`src/rtl/cfp_pkg.sv`:
```
package cfp_pkg;

  localparam int ADDR_W = 8;

  typedef struct packed {
    logic       half_bias;
    logic       seg_off;
    logic [2:0] port_sel;
    logic [1:0] scan_sel;
    logic [1:0] sleep_sel;
  } ctrl_t;

  localparam int CTRL_BITS = $bits(ctrl_t);

  // width of display part k
  function automatic int part_width(int k, int parts, int part_bits, int total);
    return (k == parts - 1) ? total - part_bits * (parts - 1) : part_bits;
  endfunction

  // which part a display bit belongs to
  function automatic int part_of_bit(int b, int part_bits);
    return b / part_bits;
  endfunction

  function automatic logic sleep_ack(logic [1:0] sleep);
    return |sleep;
  endfunction

endpackage

```
`src/rtl/cfp_rx.sv`:
```
module cfp_rx #(
  parameter int                FRAME_BITS = 64,
  parameter int                ADDR_W     = 8,
  parameter logic [ADDR_W-1:0] WR_ADDR    = 8'h42,
  parameter logic [ADDR_W-1:0] RD_ADDR    = 8'h43
) (
  input  logic                  clk,
  input  logic                  rst_n,
  input  logic                  ser_clk,
  input  logic                  ser_din,
  input  logic                  ser_ce,
  output logic                  clk_fall,
  output logic                  ce_fall,
  output logic                  rd_start,
  output logic                  rd_end,
  output logic                  wr_commit,
  output logic [FRAME_BITS-1:0] frame
);
  localparam int CNT_W = $clog2(FRAME_BITS + 2);
  localparam logic [CNT_W-1:0] CNT_FULL = CNT_W'(FRAME_BITS);
  localparam logic [CNT_W-1:0] CNT_SAT  = CNT_W'(FRAME_BITS + 1);

  logic              sclk_q, ce_q;
  logic              clk_rise, ce_rise;
  logic [ADDR_W-1:0] addr_sr, frame_addr;
  logic [CNT_W-1:0]  bit_cnt;
  logic              in_wr;

  assign clk_rise = ser_clk & ~sclk_q;
  assign clk_fall = ~ser_clk & sclk_q;
  assign ce_rise  = ser_ce & ~ce_q;
  assign ce_fall  = ~ser_ce & ce_q;
  assign in_wr    = (frame_addr == WR_ADDR);

  assign rd_start  = ce_rise && (addr_sr == RD_ADDR);
  assign rd_end    = ce_fall && (frame_addr == RD_ADDR);
  assign wr_commit = ce_fall && in_wr && (bit_cnt == CNT_FULL);

  always_ff @(posedge clk or negedge rst_n) begin
    if (!rst_n) begin
      sclk_q     <= 1'b0;
      ce_q       <= 1'b0;
      addr_sr    <= '0;
      frame_addr <= '0;
      bit_cnt    <= '0;
      frame      <= '0;
    end else begin
      sclk_q <= ser_clk;
      ce_q   <= ser_ce;
      if (!ser_ce && clk_rise)
        addr_sr <= {ser_din, addr_sr[ADDR_W-1:1]};
      if (ce_rise) begin
        frame_addr <= addr_sr;
        bit_cnt    <= '0;
      end else if (ser_ce && clk_rise) begin
        if (bit_cnt != CNT_SAT) bit_cnt <= bit_cnt + 1'b1;
        if (in_wr) frame <= {ser_din, frame[FRAME_BITS-1:1]};
      end
    end
  end

  AST_BITCNT_BOUND: assert property (@(posedge clk) disable iff (!rst_n)
    bit_cnt <= CNT_SAT);
  AST_COMMIT_ON_CE_LOW: assert property (@(posedge clk) disable iff (!rst_n)
    wr_commit |-> !ser_ce && !rd_end);

endmodule

```
`src/rtl/cfp_store.sv`:
```
module cfp_store
  import cfp_pkg::*;
#(
  parameter int DISP_BITS  = 220,
  parameter int PARTS      = 4,
  parameter int PART_BITS  = 56,
  parameter int FRAME_BITS = 64
) (
  input  logic                  clk,
  input  logic                  rst_n,
  input  logic                  por_det,
  input  logic                  res_n,
  input  logic                  wr_commit,
  input  logic [FRAME_BITS-1:0] frame,
  output logic [DISP_BITS-1:0]  disp,
  output ctrl_t                 ctrl,
  output logic                  sys_rst
);
  localparam int DIR_W  = $clog2(PARTS);
  localparam int LAST_W = part_width(PARTS - 1, PARTS, PART_BITS, DISP_BITS);

  logic [DIR_W-1:0] part;
  logic [PARTS-1:0] part_hot, loaded_q, loaded_nx;
  logic             por_hold;
  logic             last_part;
  ctrl_t            ctrl_d;

  assign part      = frame[FRAME_BITS-1 -: DIR_W];
  assign part_hot  = PARTS'(1) << part;
  assign loaded_nx = loaded_q | part_hot;
  assign last_part = (part == DIR_W'(PARTS - 1));

  always_comb begin
    for (int j = 0; j < CTRL_BITS; j++) ctrl_d[j] = frame[LAST_W + j];
  end

  always_ff @(posedge clk or negedge rst_n) begin
    if (!rst_n) begin
      disp <= '0;
      ctrl <= '0;
    end else if (wr_commit) begin
      for (int b = 0; b < DISP_BITS; b++)
        if (part == DIR_W'(part_of_bit(b, PART_BITS)))
          disp[b] <= frame[b % PART_BITS];
      if (last_part) ctrl <= ctrl_d;
    end
  end

  always_ff @(posedge clk or negedge rst_n) begin
    if (!rst_n) begin
      loaded_q <= '0;
      por_hold <= 1'b1;
    end else if (por_det) begin
      loaded_q <= '0;
      por_hold <= 1'b1;
    end else if (wr_commit) begin
      loaded_q <= loaded_nx;
      if (&loaded_nx) por_hold <= 1'b0;
    end
  end

  assign sys_rst = por_hold | ~res_n;

  AST_CTRL_ONLY_ON_COMMIT: assert property (@(posedge clk) disable iff (!rst_n)
    !(wr_commit && last_part) |=> $stable(ctrl));
  AST_DISP_ONLY_ON_COMMIT: assert property (@(posedge clk) disable iff (!rst_n)
    !wr_commit |=> $stable(disp));
  AST_HOLD_RELEASE: assert property (@(posedge clk) disable iff (!rst_n)
    $fell(por_hold) |-> $past(wr_commit));

endmodule

```
`src/rtl/cfp_tx.sv`:
```
module cfp_tx #(
  parameter int KEY_BITS = 30
) (
  input  logic                clk,
  input  logic                rst_n,
  input  logic                ser_ce,
  input  logic                clk_fall,
  input  logic                ce_fall,
  input  logic                rd_start,
  input  logic                rd_end,
  input  logic                sys_rst,
  input  logic                key_pending,
  input  logic [KEY_BITS-1:0] key_bits,
  input  logic                sack,
  output logic                ser_dout,
  output logic                read_ack
);
  localparam int READ_BITS = KEY_BITS + 1;

  logic [READ_BITS-1:0] read_sr;
  logic                 rd_active, rd_valid, req_ok;

  assign req_ok = key_pending & ~sys_rst;

  always_ff @(posedge clk or negedge rst_n) begin
    if (!rst_n) begin
      read_sr   <= '1;
      rd_active <= 1'b0;
      rd_valid  <= 1'b0;
      read_ack  <= 1'b0;
    end else begin
      read_ack <= rd_end & rd_valid;
      if (rd_start) begin
        rd_active <= 1'b1;
        rd_valid  <= req_ok;
        read_sr   <= req_ok ? {sack, key_bits} : '1;
      end else if (ce_fall) begin
        rd_active <= 1'b0;
        rd_valid  <= 1'b0;
      end else if (rd_active && clk_fall) begin
        read_sr <= {1'b1, read_sr[READ_BITS-1:1]};
      end
    end
  end

  always_comb begin
    if (sys_rst)     ser_dout = 1'b1;
    else if (ser_ce) ser_dout = rd_active ? read_sr[0] : 1'b1;
    else             ser_dout = ~key_pending;
  end

  AST_DOUT_HIGH_IN_RESET: assert property (@(posedge clk) disable iff (!rst_n)
    sys_rst |-> ser_dout);
  AST_WRITE_FRAME_RELEASED: assert property (@(posedge clk) disable iff (!rst_n)
    ser_ce && !rd_active |-> ser_dout);
  AST_ACK_AFTER_READ: assert property (@(posedge clk) disable iff (!rst_n)
    read_ack |-> $past(rd_end));
  AST_ACK_SINGLE: assert property (@(posedge clk) disable iff (!rst_n)
    read_ack |=> !read_ack);

endmodule

```
`src/rtl/cmd_frame_port.sv`:
```
module cmd_frame_port
  import cfp_pkg::*;
#(
  parameter int                DISP_BITS  = 220,
  parameter int                PARTS      = 4,
  parameter int                PART_BITS  = 56,
  parameter int                FRAME_BITS = 64,
  parameter int                KEY_BITS   = 30,
  parameter logic [ADDR_W-1:0] WR_ADDR    = 8'h42,
  parameter logic [ADDR_W-1:0] RD_ADDR    = 8'h43
) (
  input  logic                 clk,
  input  logic                 rst_n,
  input  logic                 por_det,
  input  logic                 res_n,
  input  logic                 ser_clk,
  input  logic                 ser_din,
  input  logic                 ser_ce,
  input  logic                 key_pending,
  input  logic [KEY_BITS-1:0]  key_bits,
  output logic                 ser_dout,
  output logic                 read_ack,
  output logic [DISP_BITS-1:0] disp_latch,
  output logic [1:0]           sleep_sel,
  output logic [1:0]           scan_sel,
  output logic [2:0]           port_sel,
  output logic                 seg_off,
  output logic                 half_bias,
  output logic                 sys_rst
);
  logic                  clk_fall, ce_fall, rd_start, rd_end, wr_commit;
  logic [FRAME_BITS-1:0] frame;
  ctrl_t                 ctrl;
  logic                  sack;

  cfp_rx #(.FRAME_BITS(FRAME_BITS), .ADDR_W(ADDR_W),
           .WR_ADDR(WR_ADDR), .RD_ADDR(RD_ADDR)) rx_i (
    .clk(clk), .rst_n(rst_n), .ser_clk(ser_clk), .ser_din(ser_din),
    .ser_ce(ser_ce), .clk_fall(clk_fall), .ce_fall(ce_fall),
    .rd_start(rd_start), .rd_end(rd_end), .wr_commit(wr_commit),
    .frame(frame));

  cfp_store #(.DISP_BITS(DISP_BITS), .PARTS(PARTS), .PART_BITS(PART_BITS),
              .FRAME_BITS(FRAME_BITS)) store_i (
    .clk(clk), .rst_n(rst_n), .por_det(por_det), .res_n(res_n),
    .wr_commit(wr_commit), .frame(frame), .disp(disp_latch),
    .ctrl(ctrl), .sys_rst(sys_rst));

  assign sack = sleep_ack(ctrl.sleep_sel);

  cfp_tx #(.KEY_BITS(KEY_BITS)) tx_i (
    .clk(clk), .rst_n(rst_n), .ser_ce(ser_ce), .clk_fall(clk_fall),
    .ce_fall(ce_fall), .rd_start(rd_start), .rd_end(rd_end),
    .sys_rst(sys_rst), .key_pending(key_pending), .key_bits(key_bits),
    .sack(sack), .ser_dout(ser_dout), .read_ack(read_ack));

  assign sleep_sel = ctrl.sleep_sel;
  assign scan_sel  = ctrl.scan_sel;
  assign port_sel  = ctrl.port_sel;
  assign seg_off   = ctrl.seg_off;
  assign half_bias = ctrl.half_bias;

  AST_PIN_LOW_HOLDS_RESET: assert property (@(posedge clk) disable iff (!rst_n)
    !res_n |-> sys_rst && ser_dout);
  AST_REQUEST_LINE: assert property (@(posedge clk) disable iff (!rst_n)
    !ser_ce && !sys_rst |-> ser_dout == !key_pending);

endmodule

```
`config.mk`:
```
export PLATFORM = sky130hd
export DESIGN_NAME = cmd_frame_port
export DESIGN_NICKNAME = d
export VERILOG_FILES = /design/src/rtl/cfp_pkg.sv /design/src/rtl/cfp_rx.sv /design/src/rtl/cfp_store.sv /design/src/rtl/cfp_tx.sv /design/src/rtl/cmd_frame_port.sv
export SDC_FILE = /design/constraint.sdc
export NUM_CORES = 1
export LEC_CHECK = 0
export BUFFER_PORTS_ARGS = -buffer_cell sky130_fd_sc_hd__buf_2
export CAP_MARGIN = 20
export CORE_MARGIN = 4
export CORE_UTILIZATION = 59
export DETAILED_ROUTE_END_ITERATION = 12
export HOLD_SLACK_MARGIN = 0.08
export MAX_ROUTING_LAYER = met4
export PLACE_DENSITY = 0.91
export REMOVE_ABC_BUFFERS = 1
export SLEW_MARGIN = 10
export SYNTH_ARGS = -nofsm -noshare
export SYNTH_HDL_FRONTEND = slang
export SYNTH_HIERARCHICAL = 1
export SYNTH_SLANG_ARGS = --single-unit
export TNS_END_PERCENT = 30
```
`constraint.sdc`:
```
create_clock -name clk -period 8.01 [get_ports clk]
set_input_delay 1.602 -clock clk [delete_from_list [all_inputs] [get_ports clk]]
set_output_delay 1.602 -clock clk [all_outputs]
set_load 0.03 [all_outputs]
```
# Word-level counts from Yosys, hierarchy flattened
# Cells that the tools add are included.
[classes] addsub=1 n_eq_ne=9 shifts=1 n_mux=18 n_bitwise=16 reduce_logical=25
[op_table] operator="$mux 31" count=4
[op_table] operator="$eq 8x7->1 const B" count=3
[op_table] operator="$mux 7" count=3
[op_table] operator="$reduce_and 2->1" count=7
[op_table] operator="$reduce_bool 2->1" count=6
[op_table] operator="$mux 1" count=9
[op_table] operator="$mux 4" count=2
[op_table] operator="$not 1->1" count=8
[op_table] operator="$add 7x1->7 const B" count=1
[op_table] operator="$eq 7x7->1 const B" count=1
[op_table] operator="$logic_and 1x1->1" count=7
[op_table] operator="$ne 7x7->1 const B" count=1
[op_table] operator="$and 1x1->1" count=6
[op_table] operator="$eq 2x2->1 const B" count=2
[op_table] operator="$or 4x4->4" count=1
[op_table] operator="$reduce_and 4->1" count=1
[op_table] operator="$shl 1x2->4 const A" count=1
[op_table] operator="$reduce_and 3->1" count=1
[op_table] operator="$eq 2x1->1 const B" count=1
[op_table] operator="$logic_not 2->1" count=1
[op_table] operator="$ne 2x2->1 const B" count=1
[op_table] operator="$reduce_or 2->1" count=1
[op_table] operator="$logic_not 1->1" count=1
[op_table] operator="$or 1x1->1" count=1
[word_totals] regBits=357 out_inout_bits=232

# Longest topological paths before layout
[depth] ltp_word=6 mapped_depth=9 ltp_nobuf=7

# By module
# Netlist, hierarchy kept.
[by_module_without_submodules] module="cfp_store" instances=1 cells_per_inst=509 area_per_inst_um2=8715.9 seq_area_each_um2=5856.9
[by_module_without_submodules] module="cfp_rx" instances=1 cells_per_inst=248 area_per_inst_um2=3594.7 seq_area_each_um2=2227.1
[by_module_without_submodules] module="cfp_tx" instances=1 cells_per_inst=150 area_per_inst_um2=1631.6 seq_area_each_um2=889.6
[by_module_without_submodules] module="cmd_frame_port" instances=1 cells_per_inst=1 area_per_inst_um2=6.3 seq_area_each_um2=0.0

# Worst setup path before layout
# OpenSTA, ideal clock, no wires.
[synth_path] kind="input-to-output" start="in res_n" end="out ser_dout" t_arrival_ns=2.142 t_required_ns=6.408 path_slack_ns=4.266 cell_stages=2 path_buffers=0 path_cell_list="nand2b_1 a21o_1"
[synth_via] elab_chain_cells=3
[synth_rtl] item="start, declared" line="cmd_frame_port.sv:15" text="input logic res_n,"
[synth_rtl] item="$not 1->1" line="cfp_store.sv:62" text="assign sys_rst = por_hold | ~res_n;"
[synth_rtl] item="$or 1x1->1" line="cfp_store.sv:62"
[synth_rtl] item="$mux 1" line="cfp_tx.sv:47" text="if (sys_rst) ser_dout = 1'b1;"
[synth_rtl] item="end, declared" line="cmd_frame_port.sv:21" text="output logic ser_dout,"
# Every way passes these cells.

# Worst setup path in the final report
[layout_path] start="in ser_ce" end="reg store_i.disp[196]"
[layout_via] elab_chain_cells=5
[layout_rtl] item="start, declared" line="cmd_frame_port.sv:18" text="input logic ser_ce,"
[layout_rtl] item="$not 1->1" line="cfp_rx.sv:32" text="assign ce_fall = ~ser_ce & ce_q;"
[layout_rtl] item="$and 1x1->1" line="cfp_rx.sv:32"
[layout_rtl] item="via ce_fall" line="cmd_frame_port.sv:31" text="logic clk_fall, ce_fall, rd_start, rd_end, wr_commit;"
[layout_rtl] item="$logic_and 1x1->1 (2 in a row)" line="cfp_rx.sv:37" text="assign wr_commit = ce_fall && in_wr && (bit_cnt == CNT_FULL);"
[layout_rtl] item="via wr_commit" line="cmd_frame_port.sv:31"
[layout_rtl] item="$reduce_and 2->1 (no source line)"
[layout_rtl] item="end signal, assigned by index" line="cfp_store.sv:44" text="disp[b] <= frame[b % PART_BITS];"
[layout_rtl] item="end, declared" line="cfp_store.sv:15" text="output logic [DISP_BITS-1:0] disp,"
# The timed path passes the listed nets, and every way through them passes these cells.
# A chain may end at the register's enable or synchronous reset.

==> results.toml <==
[timing]
worst_pin_slew_ps = 1090
slew_violations = 0
finalSetupViolCount = 0
fmaxAchievable_ghz = 0.232
final.setup_skew_ps = 19.8
timing.setup.tns_ps = 0
setup_repair_after_global_routing_missed_its_margin = "no"
min_period_ps = 4320
hold_violations = 0
timing.max_slew.rel_slack = 0.276
final.period_utilization = 0.539

[global_route]
grt_pass1_vias = 9272
grt_antenna_before_repair = 0
grt_overflow = 0
grt_max_degree = 149
grtUsageTotal = 0.253
grt_pass1_wl_um = 51600

[synthesis]
yosysSeqAreaShare = 0.643
syn_avg_cell_area_sq_um = 15.4
synthMostInstantiatedCell = "dfrtp_1"
synth.distinct_cells = 43
post-synth-top-area-cell = "dfrtp_1"
ys_ff_latch = 357
synth_common_cells = "dfrtp_1 (325), mux2_2 (235), mux2_1 (66)"
syn-instance-count = 908
synth_top_cells_by_area = "dfrtp_1 (58%), mux2_2 (19%), dfstp_2 (6.0%)"
postSynth.topFlopCell = "dfrtp_1"
synth-edff-count = 0
yosys.area.top_type_share = 0.583
syn_area_sq_mm = 0.0139
synth_warnings = 6
asyncSetResetFlopFracSynth = 1.00

[finish]
antennaDiodeCount = 0
filler_cell_count = 1427
area_of_the_multi_input_gates_sq_mm = 0.00462
layout.area.seq_sq_mm = 0.00897
drive_gt1_frac = 0.505
final_net_count = 1217
area.growth.synth_to_final_pct = 18.8

[routing]
drc = 0
ant_nets = 0
detailedRoute.firstPassIterationCount = 4
route.final.wire_length_um = 32100
detailedRoute.firstIterationViolations = 498
detailroute.via_count = 8513
drt-wirelength-per-cell_um = 21.2
post_drt_via_cell_ratio = 5.62

[die]
floorplan.initialDensity = 0.609
placement_rows = 55
dieArea_sq_mm = 0.0262
die_h_um = 162
core-area_sq_mm = 0.0229
die_width_um = 162
boundaryPins = 270

[min_path]
hold_class = "register to register"

[power_and_ir_drop]
power_density_mw_per_mm2 = 216
overall_power_after_layout_uw = 3580
cellLeakagePower_uw = 0.00909
worst_vdd_drop_mv = 0.159

[critical_path]
cp-end-kind = "register"
r2r_slack_ps = 4290
critical_path.startpoint_type = "primary input"
worstPathMaxFanout = 62
worst_endpoint_required_time_ps = 8380
setup.worst_path.class = "primary input to register"
critical_path_arrival_ps = 4690

[clock_tree]
hold_buffers = 0
clockBufferDepth = 3
root_buffer_selected_by_cts = "clkbuf_16"
cts_num_sinks = 357
postCtsSetupBuffers = 0
worst_skew_pair.late_latency_ps = 510
post_cts_resize_count = 0
htreeDepth = 2
cts_tree = "built"
cts.clk_slew.worst_paths_ps = 60
tritoncts_buffers = 36

[place]
port_buffers = 269
hpwl_um = 20300
place_congestion = 0.797

[status]
status = "finished clean"

[job]
maxCapViolCount = 0
==> layer usage <==
layer,part of all wire,GRT usage
met4,0.024,0.0696
met5,0,-
met3,0.084,0.0799
met1,0.40,0.313
met2,0.49,0.410
==> placed cells by master (no fill, tap or decap), types with 2 or more instances in the layout <==
master     synthesis  final
nand2b_1           7      7
nand2_1           31     31
o2bb2ai_1         30     30
dfrtp_1          325    325
clkbuf_8           0     10
or3_1              2      2
o31ai_1            2      2
nand4_1            3      3
nand3_1            4      3
clkinv_2           0      4
nand3b_1           4      4
clkbuf_16          0     36
a21o_1             2      2
nor3b_2            3      2
buf_4              6      6
mux2_1            66     66
dfstp_2           32     32
o21ai_0            4      4
ha_1               3      3
mux2i_1            2      2
buf_2             22    268
mux2_2           235    235
a21oi_1           38     38
inv_1              9      9
clkbuf_1           2     10
nand4b_1           2      2
nor2_1            35     35
nor2b_1            4      4
==> path summary, 6_finish.rpt <==
path,startpoint,end,cells after the start
worst min register to register,tx_i/read_sr[12],tx_i/read_sr[12],1
min in group asynchronous,rst_n,store_i/disp[164],1
worst min-delay path,tx_i/read_sr[12],tx_i/read_sr[12],1
max in group asynchronous,rst_n,rx_i/frame[34],2
worst max-delay path,ser_ce,store_i/disp[196],6
worst max register to register,rx_i/bit_cnt[3],store_i/disp[196],4
==> per-stage QoR <==
step | area [sq um] | hold slack [ps] | utilization | setup WS, ps | cells
after floorplan | 13600 | 436 | - | 1390 | 862
after global placement | 15400 | 453 | 0.674 | 3450 | 1451
after detailed placement | 15400 | 470 | 0.674 | 3280 | 1451
after CTS | 16600 | 484 | 0.723 | 3770 | 1514
after global routing | 16600 | 487 | 0.723 | 3530 | 1514
final | 16600 | 484 | 0.723 | 3690 | 1514
==> registers in the layout, summed over array words and instances, names as in the netlist <==
signal / cells
rx_i/frame_addr: 8
store_i/por_hold: 1
tx_i/rd_valid: 1
store_i/disp: 220
store_i/loaded_q: 4
rx_i/ce_q: 1
tx_i/rd_active: 1
rx_i/bit_cnt: 7
rx_i/sclk_q: 1
tx_i/read_sr: 31
store_i/ctrl: 9
rx_i/addr_sr: 8
rx_i/frame: 64
tx_i/read_ack: 1
==> critical path: stages <==
cell and delay [ps]:
buf_2 150, nor2b_1 220, nand3_1 120, nor4_1 910, nand3_4 900, mux2_1 650
==> power by group <==
| group | total (uW) | internal [uW] | leakage (uW) | switching [uW] |
|---|---|---|---|---|
| Clock | 1590 | 925 | 0.000556 | 669 |
| Sequential | 1880 | 1840 | 0.00485 | 34.0 |
| Combinational | 109 | 41.7 | 0.00368 | 67.2 |
| Total | 3580 | 2810 | 0.00909 | 770 |
==> final cells by class <==
| cell class | instances | area share |
|---|---|---|
| Multi-Input combinational cell | 496 | 0.279 |
| Sequential cell | 357 | 0.542 |
| Timing Repair Buffer | 276 | 0.0858 |
| Tap cell | 313 | 0.0236 |
| Clock inverter | 7 | 0.00294 |
| Clock buffer | 56 | 0.0649 |
| Inverter | 9 | 0.00204 |
==> logic make-up after synthesis <==
| logic type | Yosys count | share of synthesized area |
|---|---|---|
| and+or+nand+nor | 108 | 0.0426 |
| AOI/OAI and AO/OA | 82 | 0.0399 |
| adders and majority gates | 3 | 0.00269 |
| muxes | 303 | 0.244 |
| buffers and inverters | 55 | 0.0270 |
| DFF | 357 | 0.643 |
(Power assumes the default switching activity.)
